## config.mk

```make
export PLATFORM = sky130hd
export DESIGN_NAME = dbg_event_dispatch
export DESIGN_NICKNAME = d
export VERILOG_FILES = /design/src/rtl/dbg_disp_pkg.sv /design/src/rtl/dbg_disp_prio.sv /design/src/rtl/dbg_disp_ctrl.sv /design/src/rtl/dbg_disp_dpath.sv /design/src/rtl/dbg_event_dispatch.sv
export SDC_FILE = /design/constraint.sdc
export NUM_CORES = 1
export LEC_CHECK = 0
export ABC_AREA = 1
export BUFFER_PORTS_ARGS = -buffer_cell sky130_fd_sc_hd__buf_2
export CAP_MARGIN = 20
export CORE_MARGIN = 10
export CORE_UTILIZATION = 55
export CTS_CLUSTER_SIZE = 28
export DETAILED_ROUTE_END_ITERATION = 12
export GPL_TIMING_DRIVEN = 0
export PLACE_DENSITY = 0.89
export SLEW_MARGIN = 20
export SYNTH_ARGS = -nofsm -noshare
export SYNTH_HDL_FRONTEND = slang
export SYNTH_SLANG_ARGS = --single-unit
```

## constraint.sdc

```tcl
create_clock -name clk -period 6.6 [get_ports clk]
set_clock_uncertainty 0.2 [all_clocks]
set_input_delay 0.66 -clock clk [delete_from_list [all_inputs] [get_ports clk]]
set_output_delay 0.66 -clock clk [all_outputs]
set_load 0.01 [all_outputs]
```

## src/rtl/dbg_disp_pkg.sv

```systemverilog
package dbg_disp_pkg;

  typedef enum logic [1:0] {MODE_OFF, MODE_NONE, MODE_HALT, MODE_MON} effMode_e;
  typedef enum logic [1:0] {ACT_IGN, ACT_DBG, ACT_PABT, ACT_DABT} act_e;

  // Event slots; the index is the priority, lowest index wins.
  localparam int EV_N    = 7;
  localparam int EV_HALT = 0;
  localparam int EV_BRK  = 1;
  localparam int EV_BKPT = 2;
  localparam int EV_MTCH = 3;
  localparam int EV_VCP  = 4;
  localparam int EV_VCD  = 5;
  localparam int EV_WPT  = 6;

  typedef struct packed {
    logic enter;
    logic pabt;
    logic dabt;
    logic cancel;
  } strobe_t;

  function automatic effMode_e decodeMode(input logic en, input logic [1:0] sel);
    if (!en)              return MODE_OFF;
    else if (sel[0])      return MODE_HALT;
    else if (sel == 2'b10) return MODE_MON;
    else                  return MODE_NONE;
  endfunction

  function automatic act_e routeEvent(input effMode_e m, input int idx);
    if (idx == EV_HALT) return (m == MODE_OFF) ? ACT_IGN : ACT_DBG;
    case (m)
      MODE_HALT: return ACT_DBG;
      MODE_MON: begin
        if (idx == EV_VCP || idx == EV_VCD) return ACT_IGN;
        if (idx == EV_WPT) return ACT_DABT;
        return ACT_PABT;
      end
      default: return (idx == EV_BKPT) ? ACT_PABT : ACT_IGN;
    endcase
  endfunction

endpackage

```

## src/rtl/dbg_disp_prio.sv

```systemverilog
module dbg_disp_prio #(
  parameter int N = 7
) (
  input  logic [N-1:0] req,
  output logic [N-1:0] gnt,
  output logic         anyGnt
);
  logic [N:0] blocked;
  assign blocked[0] = 1'b0;

  for (genvar i = 0; i < N; i++) begin : g_chain
    assign gnt[i]       = req[i] & ~blocked[i];
    assign blocked[i+1] = blocked[i] | req[i];
  end

  assign anyGnt = blocked[N];
endmodule

```

## src/rtl/dbg_disp_ctrl.sv

```systemverilog
module dbg_disp_ctrl
  import dbg_disp_pkg::*;
(
  input  logic       clk,
  input  logic       rstN,
  input  logic       dbgEn,
  input  logic [1:0] modeSel,
  input  logic       instrValid,
  input  logic       evBrk,
  input  logic       evBkpt,
  input  logic       evMatch,
  input  logic       evVcPabt,
  input  logic       evVcDabt,
  input  logic       evWpt,
  input  logic       preciseDabt,
  input  logic       extHaltReq,
  input  logic       haltWrite,
  input  logic       inDebug,
  output strobe_t    str,
  output logic       ackQ
);
  effMode_e       mode;
  logic           stickyQ;
  logic           inDebugQ;
  logic           eligible;
  logic [EV_N-1:0] raw;
  logic [EV_N-1:0] req;
  logic [EV_N-1:0] gnt;
  logic           anyGnt;
  act_e           actV [EV_N];
  act_e           selAct;

  assign mode     = decodeMode(dbgEn, modeSel);
  assign eligible = !inDebug && !ackQ;

  assign raw[EV_HALT] = extHaltReq | stickyQ;
  assign raw[EV_BRK]  = instrValid & evBrk;
  assign raw[EV_BKPT] = instrValid & evBkpt;
  assign raw[EV_MTCH] = instrValid & evMatch;
  assign raw[EV_VCP]  = instrValid & evVcPabt;
  assign raw[EV_VCD]  = instrValid & evVcDabt;
  assign raw[EV_WPT]  = instrValid & evWpt & ~preciseDabt;

  for (genvar i = 0; i < EV_N; i++) begin : g_route
    assign actV[i] = routeEvent(mode, i);
    assign req[i]  = eligible & raw[i] & (actV[i] != ACT_IGN);
  end

  dbg_disp_prio #(.N(EV_N)) u_prio (
    .req    (req),
    .gnt    (gnt),
    .anyGnt (anyGnt)
  );

  always_comb begin
    selAct = ACT_IGN;
    for (int i = 0; i < EV_N; i++) begin
      if (gnt[i]) selAct = actV[i];
    end
  end

  always_comb begin
    str.enter  = anyGnt && (selAct == ACT_DBG);
    str.pabt   = anyGnt && (selAct == ACT_PABT);
    str.dabt   = anyGnt && (selAct == ACT_DABT);
    str.cancel = anyGnt && instrValid;
  end

  always_ff @(posedge clk) begin
    if (!rstN) begin
      stickyQ  <= 1'b0;
      ackQ     <= 1'b0;
      inDebugQ <= 1'b0;
    end else begin
      inDebugQ <= inDebug;
      if (gnt[EV_HALT])     stickyQ <= 1'b0;
      else if (haltWrite)   stickyQ <= 1'b1;
      if (str.enter)                 ackQ <= 1'b1;
      else if (inDebugQ && !inDebug) ackQ <= 1'b0;
    end
  end


  no_entry_when_off_chk: assert property (@(posedge clk) disable iff (!rstN)
    !dbgEn |-> !str.enter);


  no_wpt_on_abort_chk: assert property (@(posedge clk) disable iff (!rstN)
    preciseDabt |-> !str.dabt);


  sticky_hold_chk: assert property (@(posedge clk) disable iff (!rstN)
    (stickyQ && !str.enter) |=> stickyQ);


  no_dispatch_busy_chk: assert property (@(posedge clk) disable iff (!rstN)
    (ackQ || inDebug) |-> !(str.enter || str.pabt || str.dabt));


  ack_follows_entry_chk: assert property (@(posedge clk) disable iff (!rstN)
    str.enter |=> ackQ);
endmodule

```

## src/rtl/dbg_disp_dpath.sv

```systemverilog
module dbg_disp_dpath
  import dbg_disp_pkg::*;
#(
  parameter int ADDR_W   = 32,
  parameter int PABT_OFS = 4,
  parameter int WPT_OFS  = 8
) (
  input  logic              clk,
  input  logic              rstN,
  input  strobe_t           str,
  input  logic [ADDR_W-1:0] instrAddr,
  output logic              enterDebug,
  output logic              pabtExc,
  output logic              dabtExc,
  output logic              cancelInstr,
  output logic [ADDR_W-1:0] linkVal
);
  localparam logic [ADDR_W-1:0] P_OFS = ADDR_W'(PABT_OFS);
  localparam logic [ADDR_W-1:0] D_OFS = ADDR_W'(WPT_OFS);

  logic [ADDR_W-1:0] linkNext;

  assign linkNext = instrAddr + (str.dabt ? D_OFS : P_OFS);

  always_ff @(posedge clk) begin
    if (!rstN) begin
      enterDebug  <= 1'b0;
      pabtExc     <= 1'b0;
      dabtExc     <= 1'b0;
      cancelInstr <= 1'b0;
      linkVal     <= '0;
    end else begin
      enterDebug  <= str.enter;
      pabtExc     <= str.pabt;
      dabtExc     <= str.dabt;
      cancelInstr <= str.cancel;
      if (str.pabt || str.dabt) linkVal <= linkNext;
    end
  end


  single_outcome_chk: assert property (@(posedge clk) disable iff (!rstN)
    $onehot0({enterDebug, pabtExc, dabtExc}));


  wpt_link_chk: assert property (@(posedge clk) disable iff (!rstN)
    dabtExc |-> (linkVal == $past(instrAddr) + D_OFS));


  link_hold_chk: assert property (@(posedge clk) disable iff (!rstN)
    !(str.pabt || str.dabt) |=> $stable(linkVal));
endmodule

```

## src/rtl/dbg_event_dispatch.sv

```systemverilog
module dbg_event_dispatch
  import dbg_disp_pkg::*;
#(
  parameter int ADDR_W   = 32,
  parameter int PABT_OFS = 4,
  parameter int WPT_OFS  = 8
) (
  input  logic              clk,
  input  logic              rstN,
  input  logic              dbgEn,
  input  logic [1:0]        modeSel,
  input  logic              instrValid,
  input  logic              evBrk,
  input  logic              evBkpt,
  input  logic              evMatch,
  input  logic              evVcPabt,
  input  logic              evVcDabt,
  input  logic              evWpt,
  input  logic              preciseDabt,
  input  logic [ADDR_W-1:0] instrAddr,
  input  logic              extHaltReq,
  input  logic              haltWrite,
  input  logic              inDebug,
  output logic              enterDebug,
  output logic              dbgAck,
  output logic              pabtExc,
  output logic              dabtExc,
  output logic              cancelInstr,
  output logic [ADDR_W-1:0] linkVal
);
  strobe_t str;

  dbg_disp_ctrl u_ctrl (
    .clk         (clk),
    .rstN        (rstN),
    .dbgEn       (dbgEn),
    .modeSel     (modeSel),
    .instrValid  (instrValid),
    .evBrk       (evBrk),
    .evBkpt      (evBkpt),
    .evMatch     (evMatch),
    .evVcPabt    (evVcPabt),
    .evVcDabt    (evVcDabt),
    .evWpt       (evWpt),
    .preciseDabt (preciseDabt),
    .extHaltReq  (extHaltReq),
    .haltWrite   (haltWrite),
    .inDebug     (inDebug),
    .str         (str),
    .ackQ        (dbgAck)
  );

  dbg_disp_dpath #(
    .ADDR_W   (ADDR_W),
    .PABT_OFS (PABT_OFS),
    .WPT_OFS  (WPT_OFS)
  ) u_dpath (
    .clk         (clk),
    .rstN        (rstN),
    .str         (str),
    .instrAddr   (instrAddr),
    .enterDebug  (enterDebug),
    .pabtExc     (pabtExc),
    .dabtExc     (dabtExc),
    .cancelInstr (cancelInstr),
    .linkVal     (linkVal)
  );
endmodule

```

==> reports/results.ini <==
[grt]
gr-total-overflow = 0
grt_pass1_vias = 2898
grt_usage_pct = 20.0
antenna_found_initial = 0
grt_pass1_wl_um = 12600
grt_max_degree = 13

[setup_path]
critPathCaptureType = register
cp_max_fo = 10
path_depth = 22
cp-startpoint = dbgEn
cp.required_ps = 6590
worstReg2RegStart = u_ctrl.stickyQ
crit_chain = buf_2 -> nand2_2 -> nand2_1 -> nand3_1 -> nand2_1 -> inv_1 -> nand4_4 -> nand2_4 -> buf_6 -> nor2_2 -> inv_1 -> ha_1 -> inv_1 -> fa_1 -> nor2_1 -> nand2_1 -> nor2_1 -> nand2_1 -> nand2_1 -> nand2_1 -> nor2_1 -> nor2_1
reg2reg_depth = 20
crit_top_cell = nand2_1
path_delay_family = simple AND/OR/NAND/NOR gates
cp-start-kind = input pin
path_class = input pin to register
crit_path_top_delay_cell = fa_1
cpPeakStageDelay_ps = 410
cp_data_arrival_time_ps = 3910
crit_buf_inv = 5

[synth]
synthDominantCellAreaShare_pct = 30.0
ys_ff_latch = 39
async_flop_share_pct = 0
synth_area_leader_cell = dfxtp_1
ys_types = 29
synth_warnings = 0
ys_seq_area_share_pct = 30.0
netlist_instances = 433
syn_avg_cell_area_um2 = 6.00
ys.flop_type = dfxtp_1
synth_edf_count = 0
syn-num-nets = 484
synthTopCellsByArea = dfxtp_1 (30%), nand2_1 (21%), nor2_1 (11%)
netlist_area_um2 = 2600

[timing]
whs_ps = 277
max_freq_mhz = 255
slew_viol_final = 0
setup_viol_count_final = 0
setup_tns_ps = 0
worst_pin_slew_ps = 472
slew_headroom_pct = 68.4
period_share_pct = 59.4
period_minus_slack_ps = 3920
rsz0062_at_grt = false
hold_viol_final = 0

[clock_network]
cts_hold_buf = 0
clk_path_buf_depth = 2
clk_latency_ps = 280
cts_made_buffers = 5
cts-root-buf = clkbuf_8
cts-htree-levels = 2
cts_sinks = 39
post_cts_buffers = 0
cts_tree = yes
post_cts_resized = 0
clkTransAtPathRegs_ps = 80

[floorplan]
start_util_pct = 58.1
io_pins = 85
core_area_um2 = 4470
dieArea_um2 = 7880
fp.dieH_um = 88.8
fp-row-count = 24
die_w_um = 88.8

[placed_design]
gp_congestion = 0.935
portBuffers = 82
dpl.hpwl_um = 6410

[run]
max_cap_viol_count = 0

[route]
routed_via_density = 5.15
first_pass_iters = 5
drt_first_iter_violations = 190
vias = 2961
antenna_left = 0
post-route-drc-count = 0
wl_per_cell_um = 13.6
wl_um = 7790

[worst_hold_path]
worstHoldStart = u_dpath.linkVal[2]
hp-class = register to register
hold_depth = 2

[layout]
layout-drive-gt1-share_pct = 20.8
areaGrowthSynthToFinish_pct = 22.3
final_cell_mix = nand2_1 (143), buf_2 (90), nor2_1 (79)
final_common_cell = nand2_1
n_antenna_cell = 0
fin_nets = 573
fin_util_pct = 71.1

[power_and_ir_drop]
power.density_nw_per_um2 = 180
leakage_nw = 1.70
max-vdd-ir-drop_mv = 0.0940

[status]
status = complete, no violations

-- power by group --
part           internal [mW]  switching, mW
registers              0.251        0.00740
logic                 0.0527         0.0832
clock network         0.0951         0.0837
total                  0.399          0.174
-- per-stage QoR --
| step | instance area, um2 | power [mW] | setup WS, ps | std cells |
|---|---|---|---|---|
| finish | 3180 | 0.573 | 2680 | 575 |
| global route | 3180 | 0.605 | 2380 | 575 |
| CTS | 3180 | 0.575 | 2710 | 575 |
| detailed placement | 3080 | 0.400 | 2410 | 567 |
| global placement | 3080 | 0.396 | 2480 | 567 |
| floorplan | 2600 | 0.345 | 3090 | 433 |
-- cells in the mapped netlist, types with 5 or more instances --
cell type	count
nand2_1	143
nor2_1	79
inv_1	46
dfxtp_1	39
nand3_1	29
a21oi_1	17
nand3b_1	10
xor2_1	10
nand4_1	9
nor3_1	9
buf_2	8
o21ai_0	5
xnor2_1	5
-- sequential cells by signal (all words and copies together) (netlist names) --
register and count:
u_dpath.pabtExc 1, u_dpath.cancelInstr 1, u_dpath.dabtExc 1, u_dpath.enterDebug 1
u_ctrl.stickyQ 1, u_dpath.linkVal 32, u_ctrl.inDebugQ 1, u_ctrl.ackQ 1
-- logic make-up (layout without fill, tap and decap cells) --
family          Yosys count  count (layout)  synth area share [%]
simple gates            289             289                  47.7
buf+inv                  61             151                  9.77
fa+ha+maj                 3               3                  1.73
xor+xnor                 15              15                  5.05
flops                    39              39                  30.0
compound gates           26              26                  5.73
-- area by class of cell --
cell class / instances / area, um2
multi-input combinational: 333 / 1570
sequential: 39 / 781
buffer: 14 / 77.6
fill: 414 / 1290
clock inverter: 1 / 7.51
clock buffer: 7 / 96.3
timing repair buffer: 82 / 410
inverter: 47 / 176
tap: 52 / 65.1
-- worst register-to-register path, cell delays in order, from the launching register on --
cell	delay (ps)
dfxtp_1	310
or2_1	230
nand3_1	120
nand2_1	70
inv_1	120
nand4_4	180
nand2_4	180
buf_6	180
nor2_2	50
inv_1	90
ha_1	200
inv_1	60
fa_1	410
nor2_1	400
nand2_1	230
nor2_1	320
nand2_1	90
nand2_1	60
nand2_1	40
nor2_1	80
nor2_1	50
-- per-layer routing --
layer | vias to the layer above | wire [um] | GRT usage, %
met2 | 126 | 3550 | 33.2
met5 | - | 0 | 0
met1 | 1284 | 3330 | 23.5
met4 | 0 | 247 | 10.7
met3 | 23 | 670 | 4.41
li1 | 1528 | - | -
-- final timing paths --
| path | to | slack (ps) |
|---|---|---|
| max | u_dpath.linkVal[28] | 2680 |
| max reg2reg | u_dpath.linkVal[28] | 2820 |
| min | u_dpath.linkVal[2] | 280 |
| min reg2reg | u_dpath.linkVal[2] | 280 |
Note: power is estimated with default switching activity, not from simulation.
